`config.mk`:
```
export PLATFORM = sky130hd
export DESIGN_NAME = nvreg_bank
export DESIGN_NICKNAME = d
export VERILOG_FILES = /design/src/rtl/nvr_pkg.sv /design/src/rtl/nvr_nvstore.sv /design/src/rtl/nvr_engine.sv /design/src/rtl/nvreg_bank.sv
export SDC_FILE = /design/constraint.sdc
export NUM_CORES = 2
export LEC_CHECK = 0
export BUFFER_PORTS_ARGS = -buffer_cell sky130_fd_sc_hd__buf_2
export CAP_MARGIN = 30
export CORE_MARGIN = 2
export CORE_UTILIZATION = 55
export CTS_CLUSTER_DIAMETER = 80
export DETAILED_ROUTE_END_ITERATION = 16
export PLACE_DENSITY = 0.68
export SYNTH_ARGS = -nofsm -noshare
export SYNTH_HDL_FRONTEND = slang
export SYNTH_HIERARCHICAL = 1
export SYNTH_SLANG_ARGS = --single-unit
```
`constraint.sdc`:
```
create_clock -name clk -period 12.46 [get_ports clk]
set_input_delay 1.246 -clock clk [delete_from_list [all_inputs] [get_ports clk]]
set_output_delay 1.246 -clock clk [all_outputs]
set_load 0.01 [all_outputs]
```
`src/rtl/nvr_pkg.sv`:
```
`timescale 1ns/1ps
package nvr_pkg;
  localparam int PIN_N    = 9;
  localparam int PG_BYTES = 8;
  localparam int USER_N   = 64;
  localparam int NV_PAGES = USER_N / PG_BYTES + 1;
  localparam int NV_N     = NV_PAGES * PG_BYTES;
  localparam int IDX_W    = $clog2(NV_N);
  localparam int PGI_W    = $clog2(NV_PAGES);
  localparam int VRAM_N   = 6;

  localparam logic [7:0] A_PU0  = 8'hF0;
  localparam logic [7:0] A_PU1  = 8'hF1;
  localparam logic [7:0] A_CTL0 = 8'hF2;
  localparam logic [7:0] A_CTL1 = 8'hF3;
  localparam logic [7:0] A_CFG  = 8'hF4;
  localparam logic [7:0] A_ST0  = 8'hF8;
  localparam logic [7:0] A_ST1  = 8'hF9;
  localparam logic [7:0] A_VRAM = 8'hFA;

  typedef enum logic [1:0] {EN_RECALL, EN_IDLE, EN_COPY, EN_WAIT} eng_st_t;

  // lowest set page bit; commits run in ascending page order
  function automatic logic [PGI_W-1:0] low_page(input logic [NV_PAGES-1:0] m);
    logic [PGI_W-1:0] r;
    r = '0;
    for (int i = NV_PAGES - 1; i >= 0; i--) begin
      if (m[i]) r = PGI_W'(i);
    end
    return r;
  endfunction
endpackage

```
`src/rtl/nvr_nvstore.sv`:
```
`timescale 1ns/1ps
module nvr_nvstore
  import nvr_pkg::*;
(
  input  logic             clk,
  input  logic             we,
  input  logic [IDX_W-1:0] addr,
  input  logic [7:0]       wdata,
  output logic [7:0]       rdata
);
  logic [7:0] mem [NV_N];

  // factory contents: everything clear, pins released
  initial begin
    for (int i = 0; i < NV_N; i++) mem[i] = 8'h00;
    mem[USER_N + 2] = 8'hFF;
    mem[USER_N + 3] = 8'h01;
  end

  always_ff @(posedge clk) begin
    if (we) begin
      AST_NV_IN_RANGE: assert (addr < IDX_W'(NV_N));
      mem[addr] <= wdata;
    end
  end

  assign rdata = mem[addr];
endmodule

```
`src/rtl/nvr_engine.sv`:
```
`timescale 1ns/1ps
module nvr_engine
  import nvr_pkg::*;
#(
  parameter int WRITE_CYC = 4000000
) (
  input  logic                clk,
  input  logic                rst,
  input  logic                stop_evt,
  input  logic [NV_PAGES-1:0] dirty_nx,
  output logic                go,
  output logic                idle,
  output logic                busy,
  output logic                rec_we,
  output logic                rec_done,
  output logic                cp_we,
  output logic [IDX_W-1:0]    mem_idx
);
  localparam int CNT_W = (WRITE_CYC > 1) ? $clog2(WRITE_CYC) : 1;

  eng_st_t             st;
  logic [IDX_W-1:0]    idx;
  logic [PGI_W-1:0]    page;
  logic [2:0]          byte_i;
  logic [CNT_W-1:0]    cnt;
  logic [NV_PAGES-1:0] pend;
  logic                busy_q;
  logic [PGI_W-1:0]    lp_new, lp_pend;

  assign lp_new   = low_page(dirty_nx);
  assign lp_pend  = low_page(pend);
  assign idle     = (st == EN_IDLE);
  assign go       = idle && stop_evt && (dirty_nx != '0);
  assign rec_we   = (st == EN_RECALL);
  assign rec_done = rec_we && (idx == IDX_W'(NV_N - 1));
  assign cp_we    = (st == EN_COPY);
  assign mem_idx  = rec_we ? idx : {page, byte_i};
  assign busy     = busy_q;

  always_ff @(posedge clk) begin
    if (rst) begin
      st     <= EN_RECALL;
      idx    <= '0;
      page   <= '0;
      byte_i <= '0;
      cnt    <= '0;
      pend   <= '0;
      busy_q <= 1'b1;
    end else begin
      unique case (st)
        EN_RECALL: begin
          if (rec_done) begin
            st     <= EN_IDLE;
            busy_q <= 1'b0;
          end else begin
            idx <= idx + 1'b1;
          end
        end
        EN_IDLE: begin
          if (go) begin
            page   <= lp_new;
            pend   <= dirty_nx & ~(NV_PAGES'(1) << lp_new);
            byte_i <= '0;
            st     <= EN_COPY;
            busy_q <= 1'b1;
          end
        end
        EN_COPY: begin
          byte_i <= byte_i + 1'b1;
          if (byte_i == 3'd7) begin
            st  <= EN_WAIT;
            cnt <= '0;
          end
        end
        EN_WAIT: begin
          if (cnt == CNT_W'(WRITE_CYC - 1)) begin
            if (pend != '0) begin
              page   <= lp_pend;
              pend   <= pend & ~(NV_PAGES'(1) << lp_pend);
              byte_i <= '0;
              st     <= EN_COPY;
            end else begin
              st     <= EN_IDLE;
              busy_q <= 1'b0;
            end
          end else begin
            cnt <= cnt + 1'b1;
          end
        end
        default: st <= EN_IDLE;
      endcase
    end
  end

  AST_GO_RAISES_BUSY: assert property (@(posedge clk) disable iff (rst)
    go |=> busy);
  AST_RECALL_RELEASES: assert property (@(posedge clk) disable iff (rst)
    rec_done |=> !busy);
  AST_IDLE_QUIET: assert property (@(posedge clk) disable iff (rst)
    (idle && !go) |=> !busy);
endmodule

```
`src/rtl/nvreg_bank.sv`:
```
`timescale 1ns/1ps
module nvreg_bank
  import nvr_pkg::*;
#(
  parameter int WRITE_CYC = 4000000
) (
  input  logic             clk,
  input  logic             rst,
  input  logic             acc_we,
  input  logic [7:0]       acc_addr,
  input  logic [7:0]       acc_wdata,
  output logic [7:0]       acc_rdata,
  input  logic             stop_evt,
  output logic             busy,
  input  logic [PIN_N-1:0] pin_level,
  output logic [PIN_N-1:0] pin_drive_low,
  output logic [PIN_N-1:0] pin_pull_en
);
  logic [7:0]          work [NV_N];
  logic [7:0]          vram [VRAM_N];
  logic [PIN_N-1:0]    pu_q, low_q;
  logic                cfg_q;
  logic [NV_PAGES-1:0] dirty_q, dirty_nx, wmark;
  logic                go, idle, rec_we, rec_done, cp_we;
  logic [IDX_W-1:0]    mem_idx, w_idx;
  logic                w_work, wr_ok;
  logic [7:0]          nv_rd, rd_mux;
  logic [2:0]          vi;

  assign wr_ok = acc_we && idle;
  assign vi    = 3'(acc_addr - A_VRAM);

  // decode of writes that reach the nonvolatile working image
  always_comb begin
    wmark  = '0;
    w_work = 1'b0;
    w_idx  = '0;
    if (wr_ok) begin
      if (acc_addr < 8'h40) begin
        w_work = 1'b1;
        w_idx  = {1'b0, acc_addr[5:0]};
        wmark[{1'b0, acc_addr[5:3]}] = 1'b1;
      end else if (acc_addr[7:3] == 5'b11110 && acc_addr != A_CFG &&
                   (acc_addr[2] || !cfg_q)) begin
        w_work = 1'b1;
        w_idx  = {4'd8, acc_addr[2:0]};
        wmark[NV_PAGES-1] = 1'b1;
      end
    end
  end

  assign dirty_nx = dirty_q | wmark;

  nvr_engine #(.WRITE_CYC(WRITE_CYC)) u_eng (
    .clk      (clk),
    .rst      (rst),
    .stop_evt (stop_evt),
    .dirty_nx (dirty_nx),
    .go       (go),
    .idle     (idle),
    .busy     (busy),
    .rec_we   (rec_we),
    .rec_done (rec_done),
    .cp_we    (cp_we),
    .mem_idx  (mem_idx)
  );

  nvr_nvstore u_nv (
    .clk   (clk),
    .we    (cp_we),
    .addr  (mem_idx),
    .wdata (work[mem_idx]),
    .rdata (nv_rd)
  );

  always_ff @(posedge clk) begin
    if (rec_we)      work[mem_idx] <= nv_rd;
    else if (w_work) work[w_idx]   <= acc_wdata;
  end

  always_ff @(posedge clk) begin
    if (rst)     dirty_q <= '0;
    else if (go) dirty_q <= '0;
    else         dirty_q <= dirty_nx;
  end

  // pin shadows: released until recall completes
  always_ff @(posedge clk) begin
    if (rst) begin
      pu_q  <= '0;
      low_q <= '0;
      cfg_q <= 1'b0;
    end else if (rec_done) begin
      pu_q  <= {work[USER_N + 1][0], work[USER_N]};
      low_q <= ~{work[USER_N + 3][0], work[USER_N + 2]};
    end else if (wr_ok) begin
      unique case (acc_addr)
        A_PU0:   pu_q[7:0] <= acc_wdata;
        A_PU1:   pu_q[8]   <= acc_wdata[0];
        A_CTL0:  low_q[7:0] <= ~acc_wdata;
        A_CTL1:  low_q[8]   <= ~acc_wdata[0];
        A_CFG:   cfg_q      <= acc_wdata[0];
        default: ;
      endcase
    end
  end

  always_ff @(posedge clk) begin
    if (rst) begin
      for (int i = 0; i < VRAM_N; i++) vram[i] <= 8'h00;
    end else if (wr_ok && acc_addr >= A_VRAM) begin
      vram[vi] <= acc_wdata;
    end
  end

  always_comb begin
    rd_mux = 8'h00;
    if (acc_addr < 8'h40) begin
      rd_mux = work[{1'b0, acc_addr[5:0]}];
    end else if (acc_addr >= A_VRAM) begin
      rd_mux = vram[vi];
    end else begin
      unique case (acc_addr)
        A_PU0:   rd_mux = pu_q[7:0];
        A_PU1:   rd_mux = {7'b0, pu_q[8]};
        A_CTL0:  rd_mux = ~low_q[7:0];
        A_CTL1:  rd_mux = {7'b0, ~low_q[8]};
        A_CFG:   rd_mux = {7'b0, cfg_q};
        8'hF5, 8'hF6, 8'hF7: rd_mux = work[{4'd8, acc_addr[2:0]}];
        A_ST0:   rd_mux = pin_level[7:0];
        A_ST1:   rd_mux = {7'b0, pin_level[8]};
        default: rd_mux = 8'h00;
      endcase
    end
  end

  always_ff @(posedge clk) begin
    if (rst) acc_rdata <= 8'h00;
    else     acc_rdata <= rd_mux;
  end

  assign pin_drive_low = low_q;
  assign pin_pull_en   = pu_q;

  AST_RECALL_PINS_FREE: assert property (@(posedge clk) disable iff (rst)
    rec_we |-> (pin_drive_low == '0 && pin_pull_en == '0));
  AST_RSVD_READ_ZERO: assert property (@(posedge clk) disable iff (rst)
    (acc_addr >= 8'h40 && acc_addr <= 8'hEF) |=> (acc_rdata == 8'h00));
  AST_STATUS_WR_IGNORED: assert property (@(posedge clk) disable iff (rst)
    (acc_we && idle && (acc_addr == A_ST0 || acc_addr == A_ST1))
      |=> ($stable(pin_drive_low) && $stable(pin_pull_en)));
  AST_SHADOW_ONLY_CLEAN: assert property (@(posedge clk) disable iff (rst)
    (wr_ok && cfg_q && !stop_evt && acc_addr[7:2] == 6'b111100)
      |=> $stable(dirty_q));
  AST_BUSY_BLOCKS_WRITE: assert property (@(posedge clk) disable iff (rst)
    (acc_we && !idle && !rec_done) |=> ($stable(cfg_q) && $stable(pin_pull_en)));
endmodule

```
Word-level counts from Yosys, hierarchy flattened
Memories as Yosys holds them, arrays and structs flattened.
Index checks and enable logic that the tools add are counted.
Widths: inputs -> output; s select.
{ "word_totals": {"in_bits": 29, "reg_bits": 84, "output_inout_bits": 27, "ram_bits": 1200, "wordCells": 185, "n_memories": 3} }
{ "classes": {"n_addsub": 4, "mux": 85, "eq_ne": 25, "magnitude_cmp": 4, "reduce_logical": 37, "bitwise": 11, "n_shift": 2} }
{ "mem_list": {"columns": ["memory", "depth", "width", "read_ports", "rd_ports_with_merged_regs", "wr", "line_no", "text"], "rows": [
  ["u_nv.mem", 72, 8, 1, 0, 1, "nvr_nvstore.sv:11", "logic [7:0] mem [NV_N];"],
  ["work", 72, 8, 7, 0, 1, "nvreg_bank.sv:19", "logic [7:0] work [NV_N];"],
  ["vram", 6, 8, 1, 0, 6, "nvreg_bank.sv:20", "logic [7:0] vram [VRAM_N];"]
]} }
{ "ops": {"columns": ["operator", "count"], "rows": [
  ["$mux 4", 21],
  ["$eq 8x8->1 const B", 10],
  ["$mux 9", 8],
  ["$pmux 8 s8", 1],
  ["$mux 8", 7],
  ["$mux 22", 2],
  ["$pmux 22 s2", 1],
  ["$mux 7", 5],
  ["$not 9->9", 3],
  ["$mux 1", 25],
  ["$add 22x1->22 const B", 1],
  ["$eq 22x22->1 const B", 1],
  ["$and 9x9->9", 2],
  ["$pmux 9 s2", 1],
  ["$reduce_bool 9->1", 2],
  ["$shl 1x4->9 const A", 2],
  ["$not 8->8", 2],
  ["$reduce_or 8->1", 2],
  ["$reduce_bool 2->1", 7],
  ["$mux 3", 4],
  ["$reduce_and 4->1", 3],
  ["$mux 2", 5],
  ["$reduce_and 2->1", 5],
  ["$or 9x9->9", 1],
  ["other kinds (30)", 47]
]} }

Logic depth before layout (Yosys ltp)
{ "logic_depth": {"depth_word": 21, "mapped_depth": 17, "mapped_depth_nobuf": 12} }

By module
The synthesis kept the hierarchy.
{ "by_module_without_submodules": {"columns": ["mod", "area_per_inst_um2", "n_inst", "cells_each", "seq_area_each_um2"], "rows": [
  ["nvreg_bank", 32012.0, 1, 1888, 19939.1],
  ["nvr_nvstore", 22753.1, 1, 1235, 17296.6],
  ["nvr_engine", 2716.4, 1, 329, 960.9]
]} }

Worst setup path before layout
No wires, ideal clock.
{ "synth_timing": {"path_type": "input to register", "startpoint": "input port acc_addr[2]", "endpoint": "memory vram[3][0], enable pin", "stages": 10, "n_path_buf": 5, "arrival_time_ps": 3947, "setup_slack_ps": 8115, "t_required_ps": 12062, "setup_time_ps": 398, "path_cell_list": "buf_4 > buf_4 > inv_1 > buf_2 > clkbuf_1 > ha_1 > nand2b_1 > a211o_1 > clkbuf_1 > o41ai_1"} }
{ "synth_rtl": {"columns": ["element", "line_no", "text"], "rows": [
  ["from (decl)", "nvreg_bank.sv:10", "input logic [7:0] acc_addr,"],
  ["to (decl)", "nvreg_bank.sv:20", null]
]} }

Worst setup path after layout
{ "layout_timing": {"startpoint": "register u_eng.st[1]", "endpoint": "memory u_nv.mem[24][7], data pin"} }
{ "layout_via": {"elab_chain_len": 3} }
{ "layout_rtl": {"columns": ["element", "line_no", "text"], "rows": [
  ["from (decl)", "nvr_engine.sv:21", "eng_st_t st;"],
  ["from (signal assigned)", "nvr_engine.sv:42", "st <= EN_RECALL;"],
  ["from (signal assigned)", "nvr_engine.sv:53", "st <= EN_IDLE;"],
  ["from (signal assigned)", "nvr_engine.sv:64", "st <= EN_COPY;"],
  ["$logic_not 2->1", "nvr_engine.sv:34", "assign rec_we = (st == EN_RECALL);"],
  ["net rec_we", "nvreg_bank.sv:24", "logic go, idle, rec_we, rec_done, cp_we;"],
  ["$mux 7", "nvr_engine.sv:37", "assign mem_idx = rec_we ? idx : {page, byte_i};"],
  ["net mem_idx[1]", "nvreg_bank.sv:25", "logic [IDX_W-1:0] mem_idx, w_idx;"],
  ["$mem_v2 72x8", null, null],
  ["to (decl)", "nvr_nvstore.sv:11", null]
]} }
The timed path passes the listed nets, and every way through them passes these cells.

==> flow_summary.yaml <==
synthesis:
  synthTopCellsByArea: "edfxtp_1 64%, mux4_2 12%, mux2i_1 4.3%, dfxtp_1 2.9%, nor2_1 1.8%"
  synth.top_cells.by_count: "1,216 x edfxtp_1, 302 x mux4_2, 274 x nor2_1, 245 x mux2i_1, 148 x nand2_1"
  synth_top_area_share: 0.635
  synth_edf_count: 1216
  synth.most_common_cell: "edfxtp_1"
  syn-num-nets: 3486
  synth-seq-cells: 1300
  synthArstFlopShare: 0
  syn_inst: 3452
  yosys.area.top_type: "edfxtp_1"
  ys_seq_area_frac: 0.665
  avgSynthCellArea_sq_um: 16.7
  synth_area_sq_um: 57500
  synth_ff_type: "edfxtp_1"
  yosysWarningCount: 6
  synth_cell_types: 92
place:
  place_ws_ps: 6130
  hpwl_um: 101000
  place_congestion: 0.926
  portBuffers: 55
job:
  cap_violations: 0
run_status:
  status: "finished, final reports clean"
critical_path:
  end_kind: "flip-flop"
  cp_max_fo: 97
  cp-start-kind: "flip-flop"
  crit_type: "reg2reg"
  arrival_ps: 6820
  cp.required_ps: 12870
finish:
  utilization: 0.613
  n_antenna_cell: 0
  layout-drive-gt1-share: 0.214
  syn2layout_area_growth_pct: 10.6
  final_nets: 3571
clock_network:
  cts_hold_buf: 0
  clk_latency_ps: 760
  cts_resized: 0
  clockBufferDepth: 3
  cts_root_buf: "clkbuf_16"
  cts_setup_buffers: 0
  htree_levels: 4
  clk_pin_slew_ps: 60
  clock_sinks: 1300
  tritoncts: "yes"
  cts-buffers-inserted: 135
drt:
  route.detailed.drc: 0
  num_vias: 35000
  wl_per_cell_um: 32.0
  routed_wl_um: 161000
  drt_iter0_drc: 5601
  drt_first_pass_iters: 9
  vias_per_cell: 6.98
  ant_nets: 0
grt:
  antenna_found_initial: 5
  grt_pass1_wl_um: 233000
  track_usage: 0.300
  grt_max_degree: 106
  grt_overflow_total: 0
  grt_pass1_vias: 34000
timing:
  slew_viol_final: 0
  tightestPinTransition_ps: 1080
  finalCritPeriodShare: 0.514
  finalCriticalPeriod_ps: 6410
  totalNegativeSetupSlack_ps: 0
  setup_slack_ps: 6050
  clock_skew_ps: 40.5
  relSlewSlack: 0.271
  finalSetupViolations: 0
  max_freq_ghz: 0.156
  rsz0062_at_grt: "false"
  holdWs_ps: 499
  final_hold_viol_count: 0
die:
  io_pins: 56
  fp.dieArea_sq_um: 107000
  initial_core_util: 0.555
  die_h_um: 327
  num_rows: 118
  die_w_um: 327
  coreArea_sq_um: 104000
worst_hold_path:
  hp-class: "reg2reg"
pwr:
  powerDensity_nw_per_um2: 155
  ir_drop_uv: 121
  p_leak_nw: 20.3
[through the flow]
| step | power [mW] | area, sq um | std cells |
|---|---|---|---|
| after floorplan | 5.65 | 57500 | 3452 |
| after global routing | 10.1 | 63600 | 5021 |
| final | 9.83 | 63600 | 5021 |
| after global placement | 5.93 | 58900 | 4731 |
| after CTS | 9.86 | 63500 | 5013 |
| after detailed placement | 5.97 | 59200 | 4772 |
[sequential cells by signal (all words and copies together) (netlist names)]
register and count:
work 576, u_eng/idx 7, u_eng/busy 1, u_nv/mem 576, cfg_q 1, u_eng/page 4, pin_drive_low 9, u_eng/pend 9
dirty_q 9, u_eng/cnt 22, pin_pull_en 9, u_eng/st 2, u_eng/byte_i 3, vram 64, acc_rdata 8
[cells in the final DEF (no fill, tap or decap), types with 46 or more instances in the layout]
cell type,n
mux2i_1,245
a21oi_1,95
buf_2,56
nand2_1,132
o21ai_0,46
dfxtp_1,84
clkbuf_16,135
a221oi_1,61
nand3_1,61
mux4_2,302
buf_4,100
nor2_1,272
a22oi_1,91
and2_1,64
edfxtp_1,1216
mux2_2,56
[critical path, stage by stage (launching register included)]
cell      delay (ps)
dfxtp_1          660
or2_1            420
inv_2            220
mux2_8           770
buf_4            900
buf_4            710
mux2i_1          170
a22oi_1          200
nand2_1          110
a221oi_1         560
a22oi_1          230
nand2_2          110
buf_4            600
[path summary, 6_finish.rpt]
kind                                   end                startpoint  slack [ps]  cells after the start
min          pin_drive_low[0]$_SDFFE_PP0P_     work[66][0]$_DFFE_PP_         500                      1
min reg2reg  pin_drive_low[0]$_SDFFE_PP0P_     work[66][0]$_DFFE_PP_         500                      1
max reg2reg      u_nv/mem[24][7]$_DFFE_PP_  u_eng/st[1]$_SDFFE_PP0P_        6050                     12
max              u_nv/mem[24][7]$_DFFE_PP_  u_eng/st[1]$_SDFFE_PP0P_        6050                     12
[layer usage]
metal | part of all wire | GRT usage | vias up
met5 | 0.00022 | 0 | -
met1 | 0.39 | 0.432 | 17900
li1 | - | - | 14300
met4 | 0.041 | 0.118 | 6
met3 | 0.12 | 0.0696 | 414
met2 | 0.45 | 0.449 | 2396
[cells by family after synthesis]
group / Yosys count / share of synthesized area
buffers and inverters: 252 / 0.0239
AND/OR/NAND/NOR: 707 / 0.0577
XOR/XNOR: 9 / 0.00137
multiplexers: 625 / 0.181
AO/OA/AOI/OAI: 554 / 0.0702
adder cells (fa/ha/maj): 5 / 0.00109
flip-flops: 1300 / 0.665
[area by class of cell]
type,count,area (sq um)
Fill cell,7478,40100
Sequential cell,1300,38200
Multi-Input combinational cell,1900,18000
Clock buffer,165,3520
Tap cell,1380,1730
Timing Repair Buffer,170,1250
Clock inverter,76,757
Inverter,30,113
[power breakdown]
| group | leakage, nW | switching [mW] | internal (mW) |
|---|---|---|---|
| clock | 2.09 | 1.69 | 2.24 |
| sequential | 11.7 | 0.00905 | 4.97 |
| combinational | 6.47 | 0.636 | 0.285 |
No activity file was read; power rests on OpenSTA's default activity.
